## src/rtl/dma_shutdown_seq.sv

```systemverilog
module dma_shutdown_seq #(
  parameter int SLOW_RATIO      = 3,
  parameter int MIN_SLOW_CYCLES = 4,
  parameter int RELEASE_GAP     = 3
) (
  input  logic clk,
  input  logic rst,
  input  logic enable_req,
  input  logic pause_req,
  input  logic src_idle,
  input  logic dst_idle,
  output logic core_enable,
  output logic src_enable,
  output logic dst_enable,
  output logic src_reset,
  output logic dst_reset
);

  localparam int HOLD = SLOW_RATIO * MIN_SLOW_CYCLES;
  localparam int MAXC = (HOLD > RELEASE_GAP) ? HOLD : RELEASE_GAP;
  localparam int CW   = $clog2(MAXC + 1);

  typedef enum logic [2:0] {
    S_IDLE, S_RUN, S_DRAIN, S_RST, S_REL_DST, S_REL_SRC
  } state_t;

  state_t        state;
  logic [CW-1:0] cnt;
  logic [1:0]    src_sync, dst_sync;

  wire src_idle_s = src_sync[1];
  wire dst_idle_s = dst_sync[1];

  always_ff @(posedge clk) begin
    if (rst) begin
      state    <= S_RST;
      cnt      <= CW'(HOLD - 1);
      src_sync <= '0;
      dst_sync <= '0;
    end else begin
      src_sync <= {src_sync[0], src_idle};
      dst_sync <= {dst_sync[0], dst_idle};
      case (state)
        S_IDLE:    if (enable_req) state <= S_RUN;
        S_RUN:     if (!enable_req) state <= S_DRAIN;
        S_DRAIN:   if (src_idle_s && dst_idle_s) begin
                     state <= S_RST;
                     cnt   <= CW'(HOLD - 1);
                   end
        S_RST:     if (cnt == '0) begin
                     state <= S_REL_DST;
                     cnt   <= CW'(RELEASE_GAP - 1);
                   end else cnt <= cnt - 1'b1;
        S_REL_DST: if (cnt == '0) state <= S_REL_SRC;
                   else cnt <= cnt - 1'b1;
        S_REL_SRC: state <= S_IDLE;
        default:   state <= S_IDLE;
      endcase
    end
  end

  assign core_enable = (state == S_RUN);
  assign src_enable  = ((state == S_RUN) && !pause_req) || (state == S_DRAIN);
  assign dst_enable  = src_enable;
  assign dst_reset   = (state == S_RST);
  assign src_reset   = (state == S_RST) || (state == S_REL_DST);

  logic [CW:0] held;
  always_ff @(posedge clk) begin
    if (rst) held <= '0;
    else if (!dst_reset) held <= '0;
    else if (held < (CW+1)'(HOLD)) held <= held + 1'b1;
  end

  AST_HOLD_MIN: assert property (@(posedge clk) disable iff (rst)
    $fell(dst_reset) |-> (held >= (CW+1)'(HOLD)));
  AST_DST_INSIDE_SRC: assert property (@(posedge clk) disable iff (rst)
    dst_reset |-> src_reset);
  AST_SRC_LAST: assert property (@(posedge clk) disable iff (rst)
    $fell(src_reset) |-> (!dst_reset && $past(!dst_reset)));
  AST_DRAIN_FIRST: assert property (@(posedge clk) disable iff (rst)
    $rose(dst_reset) |-> $past(src_idle_s && dst_idle_s));
  AST_RESET_GATES_ENABLE: assert property (@(posedge clk) disable iff (rst)
    src_reset |-> (!src_enable && !dst_enable && !core_enable));
  AST_CORE_FROM_IDLE: assert property (@(posedge clk) disable iff (rst)
    $rose(core_enable) |-> $past(state == S_IDLE));
  AST_PAUSE_NO_RESET: assert property (@(posedge clk) disable iff (rst)
    (state == S_RUN) |=> !src_reset);

endmodule

```

## config.mk

```make
export PLATFORM = sky130hd
export DESIGN_NAME = dma_shutdown_seq
export DESIGN_NICKNAME = d
export VERILOG_FILES = /design/src/rtl/dma_shutdown_seq.sv
export SDC_FILE = /design/constraint.sdc
export NUM_CORES = 1
export LEC_CHECK = 0
export ABC_CLOCK_PERIOD_IN_PS = 4100
export BUFFER_PORTS_ARGS = -buffer_cell sky130_fd_sc_hd__buf_4
export CELL_PAD_IN_SITES_DETAIL_PLACEMENT = 2
export CELL_PAD_IN_SITES_GLOBAL_PLACEMENT = 2
export CORE_MARGIN = 1.5
export CORE_UTILIZATION = 33
export CTS_BUF_LIST = sky130_fd_sc_hd__clkbuf_4 sky130_fd_sc_hd__clkbuf_8 sky130_fd_sc_hd__clkbuf_16
export DETAILED_ROUTE_END_ITERATION = 6
export PLACE_DENSITY_LB_ADDON = 0.1
export SLEW_MARGIN = 20
export SYNTH_ARGS = -nofsm -noshare
export SYNTH_HDL_FRONTEND = slang
export SYNTH_SLANG_ARGS = --single-unit
export TNS_END_PERCENT = 5
```

## constraint.sdc

```tcl
create_clock -name clk -period 4.1 [get_ports clk]
set_clock_uncertainty 0.05 [all_clocks]
set_input_delay 0 -clock clk [delete_from_list [all_inputs] [get_ports clk]]
set_output_delay 0 -clock clk [all_outputs]
set_load 0.01 [all_outputs]
```

# After elaboration in Yosys (flattened, before gate mapping)
# Index checks and enable logic that the tools add are counted.
# op_classes
addsub,1
n_eq_ne,10
mux,10
n_reduce_logical,10
# op_table
op,count
$mux W3,5
$pmux W3 S5,1
$mux W4,3
$pmux W4 S3,1
$ne A2 B2 Y1 const B,5
$eq A3 B2 Y1 const B,2
$reduce_and A5 Y1,1
$logic_not A4 Y1,1
$sub A4 B1 Y4 const B,1
$eq A3 B1 Y1 const B,1
$eq A3 B3 Y1 const B,1
$logic_not A3 Y1,1
$reduce_and A3 Y1,1
$reduce_bool A3 Y1,1
$logic_and A1 B1 Y1,2
$logic_or A1 B1 Y1,2
$ne A2 B1 Y1 const B,1
$logic_not A1 Y1,1
# word_totals
ff_bits,11
out_inout_bits,5
word_cells,35

# Longest topological paths before layout
# Gate-level depths: netlist (run 1).
# logic_depth
ltp_word,3
depth_mapped,6

# Least setup slack after synthesis (run 1)
# No wires, ideal clock.
# synth_timing
path_type,flip-flop to flip-flop
startpoint,reg cnt[0]
endpoint,reg cnt[2]
setup_time_ns,0.088
arrival_ns,1.346
t_required_ns,3.962
setup_slack_ns,2.616
stages_incl_launch_ff,7
period_less_slack_ns,1.484
path_cell_list,dfxtp_1 > inv_1 > ha_1 > nor3b_2 > o31ai_2 > nand2b_1 > a311oi_2
# synth_via
elab_chain_cells,3
word_cells_on_any_way,7
cone_classes,add/sub: 1; eq/ne: 1; mux: 3; reduce/logical: 2
# synth_rtl
item,line,source
start: declaration,28,logic [CW-1:0] cnt;
start signal: assignment,37,cnt <= CW'(HOLD - 1);
start signal: assignment,48,cnt <= CW'(HOLD - 1);
start signal: assignment,52,cnt <= CW'(RELEASE_GAP - 1);
$sub A4 B1 Y4 / $logic_not A4 Y1 (equally long branches),n/a,
"$mux W4, or another cell as far along",54,S_REL_DST: if (cnt == '0) state <= S_REL_SRC;
$pmux W4 S3 / $reduce_and A3 Y1 (equally long branches),n/a,
# Several ways; a longest one is shown, not always the timed one. The select of a mux whose other input is x is not followed.
# A chain may end at the register's enable or synchronous reset.

# Worst setup path after layout (run 1)
# Ends and elaborated chain as after synthesis.

==> flow_summary.json, run 1 <==
{
  "cp_num_buf_inv": 1,
  "drtIter0Drc": 5,
  "ys_seq_area_share_pct": 37.93,
  "synth_edf_count": 0,
  "netSwitchingPower_w": 0.0001008,
  "netlist_top_cells_count": "dfxtp_1 (11), nor3_1 (6), inv_1 (5)",
  "clock_sinks": 11,
  "critPathTopFamily": "compound AO/OA/AOI/OAI gates",
  "path_class": "reg -> reg",
  "route.detailed.drc": 0,
  "start_util_pct": 36.83,
  "dieArea_um2": 2020,
  "arrival_ps": 1820,
  "p_int_w": 0.0002046,
  "worst_setup_path_start_kind": "register",
  "ys_top_cells_by_area": "dfxtp_1 (38%), nor3_1 (5.2%), ha_1 (4.3%), nor2b_1 (4.3%), a21oi_1 (3.4%)",
  "placedInstanceArea_um2": 651.9,
  "postRouteAntennaNets": 0,
  "leakage_nw": 0.3079,
  "clockBufferDepth": 2,
  "cts-root-buf": "clkbuf_4",
  "ios": 11,
  "dp_hpwl_um": 1015,
  "cts_resized": 0,
  "cp.required_ps": 4230,
  "clock_latency_ps": 260,
  "path_max_fanout": 6,
  "synthCells": 64,
  "stdcell_count": 96,
  "yosys.area.top_type_share_pct": 37.93,
  "chipHeight_um": 44.95,
  "end_kind": "register",
  "nets": 89,
  "worst_pin_slew_ps": 512.8,
  "crit_chain": "inv_1 -> ha_1 -> nor3b_2 -> o31ai_2 -> nand2b_1 -> a311oi_2",
  "core_um2": 1577,
  "via_per_inst": 5.635,
  "tns_ps": 0,
  "irDropWorstVdd_mv": 0.2046,
  "num_vias": 541,
  "cp_slowest_cell": "dfxtp_1",
  "power_frac_clock_pct": 24.2,
  "seqPwrFrac_pct": 46.1,
  "drv_cap": 0,
  "postLayoutCellArea_um2": 729.5,
  "max_stage_delay_ps": 360,
  "wirelength_um": 1438,
  "p_comb_share_pct": 29.8,
  "max_clock_freq_mhz": 591.8,
  "power_density_nw_per_um2": 418.6,
  "antennaDiodeCount": 0,
  "routedWlPerCell_um": 14.98,
  "setup_viol": 0,
  "drive_above_1_share_pct": 26.25,
  "grt_antenna_before_repair": 0,
  "tritoncts": "built",
  "row_count": 14,
  "slew_headroom_pct": 65.67,
  "switching_share_pct": 32.99,
  "numCtsBuffers": 3,
  "final.min_clock_period_ps": 1690,
  "finalPower_w": 0.0003054,
  "syn_to_final_growth_pct": 25.65,
  "grt_pass1_wl_um": 2511,
  "globalRouteOverflowTotal": 0,
  "grt_usage_pct": 17.11,
  "synthArstFlopShare_pct": 0,
  "dp_cells": 87,
  "die_x_um": 44.95,
  "maxSlewViolCount": 0,
  "yosysTopAreaCell": "dfxtp_1",
  "rsz0062_at_grt": "false",
  "hold_violations": 0,
  "routabilityCongestion": 0.8345,
  "grt_max_degree": 11,
  "syn-num-nets": 72,
  "fill_cells": 170,
  "grt_pass1_vias": 544,
  "hold_class": "in -> reg",
  "clk_pin_slew_worst_paths_ps": 80,
  "status": "finished clean",
  "ys.flop_type": "dfxtp_1",
  "dr.pass1.iters": 4,
  "ys_types": 30,
  "syn_area_um2": 580.6,
  "syn_avg_cell_area_um2": 9.071,
  "finalCritPeriodShare_pct": 41.21,
  "post_cts_buffers": 0,
  "port_buffers": 10,
  "timing.hold.ws_ps": 26.37,
  "h-tree-depth": 1,
  "yosysMostFrequentCell": "dfxtp_1",
  "synth.ff_latch_count": 11,
  "yosys_warnings": 0
}
==> flip-flops by register name, indices dropped and copies added, names as in the netlist <==
signal and flops:
cnt 4, dst_sync 2, state 3, src_sync 2
==> per-stage QoR <==
stage | utilization [%] | worst slack (ps)
floorplan | - | 2616
global placement | 41.35 | 2491
detailed placement | 41.35 | 2414
CTS | 46.27 | 2407
global route | 46.27 | 2271
finish | 46.27 | 2410
==> final cells by class <==
| cell class | instances | area [µm²] | area share, % |
|---|---|---|---|
| Multi-Input combinational cell | 45 | 317.8 | 43.57 |
| Sequential cell | 11 | 220.2 | 30.19 |
| Clock buffer | 3 | 22.52 | 3.087 |
| Clock inverter | 1 | 5.005 | 0.6861 |
| Tap cell | 16 | 20.02 | 2.744 |
| Inverter | 5 | 18.77 | 2.573 |
| Timing Repair Buffer | 15 | 125.1 | 17.15 |
==> worst min-delay path: cells and delay by family <==
kind                   cells  cell delay (ps)
AO/OA/AOI/OAI              2              170
buffers and inverters      1               90
AND/OR/NAND/NOR            1               30
==> power groups by stage <==
stage / Sequential [W] / Combinational (W) / Clock, W
floorplan: 0.000138 / 0.0000663 / 0
global placement: 0.000142 / 0.0000854 / 0
detailed placement: 0.000143 / 0.0000871 / 0
CTS: 0.000141 / 0.0000909 / 0.0000783
global route: 0.000143 / 0.000104 / 0.0000830
finish: 0.000141 / 0.0000909 / 0.0000738
==> cells in the final DEF (no fill, tap or decap) <==
| cell | instances |
|---|---|
| a31oi_1 | 2 |
| o21ai_1 | 1 |
| a41oi_1 | 2 |
| or3_1 | 1 |
| nor2b_1 | 4 |
| nor3b_1 | 1 |
| inv_1 | 5 |
| o221ai_1 | 1 |
| nor3b_2 | 1 |
| o21ai_2 | 1 |
| nand2_1 | 3 |
| nand2b_2 | 1 |
| o21ai_0 | 2 |
| or3b_4 | 1 |
| o22ai_4 | 1 |
| clkbuf_4 | 3 |
| ha_1 | 2 |
| a311oi_2 | 1 |
| dlygate4sd3_1 | 5 |
| o31ai_2 | 1 |
| nand3b_1 | 1 |
| nand3_1 | 1 |
| dfxtp_1 | 11 |
| nand2b_1 | 1 |
| clkinv_2 | 1 |
| a21oi_1 | 4 |
| nor2_1 | 4 |
| buf_4 | 10 |
| nor3_1 | 6 |
| o211ai_1 | 1 |
| a2bb2oi_1 | 1 |
==> path summary, 6_finish.rpt <==
kind | from | to | slack, ps | cells after the start
worst max-delay path | cnt[0]$_SDFFE_PP1P_ | cnt[2]$_SDFFE_PP0P_ | 2410 | 6
worst min-delay path | enable_req | state[1]$_SDFFE_PP1P_ | 30 | 4
worst max register to register | cnt[0]$_SDFFE_PP1P_ | cnt[2]$_SDFFE_PP0P_ | 2410 | 6
worst min register to register | dst_sync[0]$_SDFF_PP0_ | dst_sync[1]$_SDFF_PP0_ | 390 | 1
==> metal layers <==
layer / share of wire (%) / GRT usage [%] / vias to the layer above
li1: - / - / 263
met3: 3.3 / 3.600 / 2
met4: 0.90 / 3.529 / 0
met5: 0 / 0 / -
met2: 48 / 28.57 / 16
met1: 47 / 22.72 / 260
==> timing repair <==
action	in CTS	in global routing
endpoints found under the hold margin	7	0
setup endpoints to repair	0	0
hold buffers	5	0
==> cells by family (layout without fill, tap and decap cells) <==
| family | Yosys count | after routing | share of synthesized area (%) |
|---|---|---|---|
| buffers and inverters | 8 | 24 | 7.327 |
| adders and majority gates | 2 | 2 | 4.310 |
| DFF | 11 | 11 | 37.93 |
| and+or+nand+nor | 25 | 25 | 25.22 |
| AOI/OAI and AO/OA | 18 | 18 | 25.22 |
(Power assumes the default switching activity.)
==> inputs of run 2 (changes only) <==
Settings changed: ABC_CLOCK_PERIOD_IN_PS 4100 to 1600, CORE_UTILIZATION 33 to 30.
Clock period 4.1 ns to 1.6 ns, I/O delays scaled along.
==> flow_summary.json, run 2 (synthesized netlist as in run 1, its figures left out) <==
{
  "num_vias": 600,
  "globalRouteOverflowTotal": 0,
  "final_common_cell": "buf_4",
  "chipHeight_um": 46.99,
  "hold_depth": 5,
  "cp_slowest_cell": "dfxtp_1",
  "p_int_w": 0.0005884,
  "cp_num_buf_inv": 2,
  "finalCritPeriodShare_pct": 100.3,
  "rrSetupSlack_ps": -5,
  "via_per_inst": 5.128,
  "power_frac_clock_pct": 23.4,
  "cp.required_ps": 1700,
  "start_util_pct": 32.91,
  "path_max_fanout": 4,
  "maxSlewViolCount": 0,
  "clk_pin_slew_worst_paths_ps": 90,
  "worst_pin_slew_ps": 349.2,
  "largest_reg_flops": 4,
  "clock_sinks": 11,
  "dp_hpwl_um": 1235,
  "port_buffers": 10,
  "worst_setup_path_start_kind": "register",
  "hold_violations": 0,
  "max_clock_freq_mhz": 623.0,
  "largestRegisters": "cnt (4), state (3)",
  "syn_to_final_growth_pct": 49.78,
  "startpoint": "cnt[0]$_SDFFE_PP1P_",
  "setup_viol": 1,
  "grt_usage_pct": 21.98,
  "h-tree-depth": 1,
  "dr.pass1.iters": 4,
  "r2r-start": "cnt[0]$_SDFFE_PP1P_",
  "grt_pass1_vias": 612,
  "numCtsBuffers": 3,
  "placedInstanceArea_um2": 723.2,
  "arrival_ps": 1710,
  "regMostFlops": "cnt",
  "whs_endpoint": "src_enable",
  "route.detailed.drc": 0,
  "nets": 101,
  "path_class": "reg -> reg",
  "leakage_nw": 0.3706,
  "postLayoutCellArea_um2": 869.6,
  "postRouteAntennaNets": 0,
  "drv_cap": 0,
  "rsz0062_at_grt": "true",
  "final.min_clock_period_ps": 1605,
  "worstHoldStart": "pause_req",
  "multi_input_area_um2": 349.1,
  "hold_class": "in -> out",
  "ff_latch_area_um2": 225.2,
  "ios": 11,
  "worst_slack_ps": -5.090,
  "power_density_nw_per_um2": 1052,
  "row_count": 15,
  "cts-root-buf": "clkbuf_4",
  "end_kind": "register",
  "grt_pass1_wl_um": 3118,
  "max_stage_delay_ps": 320,
  "reg2reg_depth": 7,
  "fill_cells": 206,
  "clockBufferDepth": 2,
  "critPathTopFamily": "compound AO/OA/AOI/OAI gates",
  "routabilityCongestion": 0.7911,
  "drtIter0Drc": 3,
  "grt_max_degree": 11,
  "clock_latency_ps": 290,
  "grt_antenna_before_repair": 0,
  "seqPwrFrac_pct": 40.4,
  "status": "finished, violations left",
  "tritoncts": "built",
  "p_comb_share_pct": 36.2,
  "utilization_pct": 49.29,
  "crit_chain": "inv_1 -> ha_1 -> nor3b_4 -> buf_4 -> o211ai_1 -> o21ai_1 -> o221ai_1",
  "dieArea_um2": 2208,
  "wirelength_um": 1980,
  "routedWlPerCell_um": 16.92,
  "violations": "negative setup slack",
  "irDropWorstVdd_mv": 0.5393,
  "layout_common_cells": "buf_4 (21), dfxtp_1 (9), dlygate4sd3_1 (6), inv_1 (5)",
  "switching_share_pct": 35.69,
  "antennaDiodeCount": 0,
  "slew_headroom_pct": 76.72,
  "die_x_um": 46.99,
  "drive_above_1_share_pct": 40.22,
  "netSwitchingPower_w": 0.0003265,
  "timing.rr.end": "state[0]$_SDFFE_PP1P_",
  "core_um2": 1764
}
-- run 2: cell count changes in the layout (fill, tap and decap cells not counted), sizes merged --
cell         previous run  this run
buf                    10        21
dlygate4sd3             5         6
-- run 2: power groups by stage --
stage	Combinational, W	Clock (W)	Sequential (W)
floorplan	0.000170	0	0.000353
finish	0.000331	0.000214	0.000370
global route	0.000371	0.000229	0.000375
global placement	0.000275	0	0.000360
CTS	0.000315	0.000217	0.000367
detailed placement	0.000284	0	0.000365
-- run 2: worst max path at each step --
stage / cells past startpoint / endpoint
2_1_floorplan: 6 / cnt[2]$_SDFFE_PP0P_
3_3_place_gp: 7 / cnt[2]$_SDFFE_PP0P_
3_5_place_dp: 7 / cnt[2]$_SDFFE_PP0P_
4_1_cts: 7 / cnt[3]$_SDFFE_PP1P_
5_1_grt: 7 / cnt[1]$_SDFFE_PP1P_
6_report: 7 / state[0]$_SDFFE_PP1P_
-- run 2: final cells by class --
type,count,area share [%]
clock buffers,3,2.590
clock inverters,1,0.5755
inverters,5,2.158
multi-input cells,45,40.14
flip-flops and latches,11,25.90
well taps,25,3.597
repair buffers,27,25.04
-- run 2: repair_timing --
| item | CTS | global route |
|---|---|---|
| pin swaps | 1 | 0 |
| resized for setup | 4 | 5 |
| setup buffers | 3 | 1 |
| setup endpoints to repair | 6 | 7 |
| hold endpoints to repair | 8 | 0 |
| hold buffers | 6 | 0 |
-- run 2: routing by layer --
| layer | GRT usage (%) | vias to the layer above | routed length (µm) |
|---|---|---|---|
| met5 | 0 | - | 0 |
| met2 | 36.16 | 15 | 1004 |
| li1 | - | 288 | - |
| met1 | 26.81 | 292 | 874 |
| met3 | 5.769 | 5 | 56 |
| met4 | 10.00 | 0 | 44 |
-- run 2: per-stage QoR --
stage                     total power, W  setup slack [ps]  TNS [ps]  hold WS (ps)  instances
after floorplan                0.0005224             115.7         0         78.18         64
after global placement         0.0006351            -12.21    -12.21         161.2        104
after detailed placement       0.0006491            -116.7    -193.9         169.5        104
after CTS                      0.0008997             4.007         0         400.8        116
after global routing           0.0009747            -85.05    -360.9         414.9        117
final                          0.0009149            -5.090    -5.090         385.3        117
-- run 2: worst reg2reg max path, delay by kind of cell, from the launching register on --
family	cells	cell delay (ps)
AOI/OAI and AO/OA	3	360
adders and majority gates	1	190
DFF	1	320
buffers and inverters	2	260
and+or+nand+nor	1	300
==> inputs of run 3 (changes only) <==
Settings changed: CORE_UTILIZATION 30 to 33, CTS_BUF_LIST sky130_fd_sc_hd__clkbuf_4 sky130_fd_sc_hd__clkbuf_8 sky130_fd_sc_hd__clkbuf_16 to sky130_fd_sc_hd__clkbuf_4 sky130_fd_sc_hd__clkbuf_8, TNS_END_PERCENT 5 to 1.
==> flow_summary.json, run 3 (synthesized netlist as in run 1, its figures left out) <==
{
  "tritoncts": "built",
  "fill_cells": 165,
  "netSwitchingPower_w": 0.0003349,
  "path_class": "reg -> reg",
  "setup_viol": 2,
  "worst_slack_ps": -15.17,
  "end_kind": "register",
  "routedWlPerCell_um": 19.81,
  "largestRegisters": "cnt (4), state (3)",
  "reg2reg_depth": 7,
  "rsz0062_at_grt": "true",
  "maxSlewViolCount": 0,
  "switching_share_pct": 36.38,
  "timing.rr.end": "cnt[1]$_SDFFE_PP1P_",
  "worst_pin_slew_ps": 387.1,
  "grt_pass1_wl_um": 3118,
  "path_max_fanout": 5,
  "cp.required_ps": 1690,
  "grt_pass1_vias": 666,
  "arrival_ps": 1710,
  "dieArea_um2": 2020,
  "whs_endpoint": "state[0]$_SDFFE_PP1P_",
  "worstHoldStart": "enable_req",
  "row_count": 14,
  "clock_sinks": 11,
  "tns_ps": -27.34,
  "leakage_nw": 0.3498,
  "clockBufferDepth": 2,
  "slew_headroom_pct": 74.19,
  "hold_violations": 0,
  "crit_chain": "inv_1 -> ha_2 -> nor3b_4 -> buf_4 -> o22ai_4 -> nor3_2 -> a41oi_2",
  "cp_slowest_cell": "dfxtp_2",
  "irDropWorstVdd_mv": 0.5313,
  "numCtsBuffers": 3,
  "postRouteAntennaNets": 0,
  "start_util_pct": 36.83,
  "violations": "negative setup slack",
  "grt_max_degree": 11,
  "wirelength_um": 2060,
  "drive_above_1_share_pct": 40.91,
  "cts-root-buf": "clkbuf_4",
  "p_int_w": 0.0005857,
  "dr.pass1.iters": 4,
  "p_comb_share_pct": 37.9,
  "core_um2": 1577,
  "grt_usage_pct": 21.95,
  "timing.hold.ws_ps": 26.00,
  "power_density_nw_per_um2": 1105,
  "final_common_cell": "buf_4",
  "nets": 97,
  "drtIter0Drc": 4,
  "route.detailed.drc": 0,
  "worst_setup_path_start_kind": "register",
  "largest_reg_flops": 4,
  "ios": 11,
  "globalRouteOverflowTotal": 0,
  "syn_to_final_growth_pct": 43.53,
  "grt_antenna_before_repair": 0,
  "num_vias": 591,
  "clock_latency_ps": 270,
  "final.min_clock_period_ps": 1615,
  "h-tree-depth": 1,
  "rrSetupSlack_ps": -20,
  "placedInstanceArea_um2": 704.4,
  "layout_common_cells": "buf_4 (18), dfxtp_1 (9), inv_1 (5), dlygate4sd3_1 (5)",
  "drv_cap": 0,
  "clk_pin_slew_worst_paths_ps": 80,
  "chipHeight_um": 44.95,
  "status": "finished, violations left",
  "max_clock_freq_mhz": 619.1,
  "hold_class": "in -> reg",
  "dp_hpwl_um": 1183,
  "antennaDiodeCount": 0,
  "regMostFlops": "cnt",
  "finalCritPeriodShare_pct": 100.9,
  "routabilityCongestion": 0.8178,
  "r2r-start": "cnt[0]$_SDFFE_PP1P_",
  "hold_depth": 3,
  "seqPwrFrac_pct": 40.3,
  "max_stage_delay_ps": 330,
  "port_buffers": 10,
  "via_per_inst": 5.683,
  "power_frac_clock_pct": 21.8,
  "postLayoutCellArea_um2": 833.3,
  "die_x_um": 44.95
}
## run 3: critical path, delay by kind of cell, from the launching register on
family          cells  cell delay, ps
fa+ha+maj           1             190
flops               1             330
buf+inv             2             280
compound gates      2             180
simple gates        2             450
## run 3: cell type report
class                   instances  area, µm²  area share (%)
multi-input cells              45      359.1           43.09
flip-flops and latches         11      222.7           26.73
repair buffers                 23      185.2           22.22
clock buffers                   3      22.52           2.703
well taps                      16      20.02           2.402
inverters                       5      18.77           2.252
clock inverters                 1      5.005          0.6006
## run 3: routing by layer
layer	vias up	track usage, %	wire [µm]
met5	-	0	0
met4	0	10.59	35
met3	4	4.400	71
met2	16	37.71	1041
met1	290	25.80	911
li1	281	-	-
## run 3: repair_timing
action | 4_1_cts | 5_1_grt
pin swaps | 2 | 1
hold buffers | 5 | 0
gates resized for setup | 4 | 5
endpoints found under the hold margin | 7 | 0
setup endpoints to repair | 4 | 5
buffers inserted | 2 | 0
## run 3: how the worst max path moves through the flow
stage / slack, ps / cells after the start / start / end
floorplan: 120 / 6 / cnt[0]$_SDFFE_PP1P_ / cnt[2]$_SDFFE_PP0P_
global placement: -40 / 7 / cnt[0]$_SDFFE_PP1P_ / cnt[2]$_SDFFE_PP0P_
detailed placement: -130 / 7 / cnt[1]$_SDFFE_PP1P_ / cnt[2]$_SDFFE_PP0P_
CTS: 60 / 7 / cnt[0]$_SDFFE_PP1P_ / cnt[1]$_SDFFE_PP1P_
global route: -60 / 7 / cnt[0]$_SDFFE_PP1P_ / cnt[1]$_SDFFE_PP1P_
finish: -20 / 7 / cnt[0]$_SDFFE_PP1P_ / cnt[1]$_SDFFE_PP1P_
## run 3: metrics by stage
stage	power [W]	cells	setup WS [ps]	utilization, %
floorplan	0.0005224	64	115.7	-
global placement	0.0006195	94	-43.15	44.68
detailed placement	0.0006329	94	-129.9	44.68
CTS	0.0008736	104	55.18	51.19
global route	0.0009734	104	-62.98	52.86
finish	0.0009206	104	-15.17	52.86
## run 3: power by group through the flow
stage / Sequential (W) / Combinational [W] / Clock, W
floorplan: 0.000353 / 0.000170 / 0
global placement: 0.000359 / 0.000260 / 0
detailed placement: 0.000361 / 0.000272 / 0
CTS: 0.000364 / 0.000304 / 0.000205
global route: 0.000377 / 0.000377 / 0.000220
finish: 0.000371 / 0.000349 / 0.000200
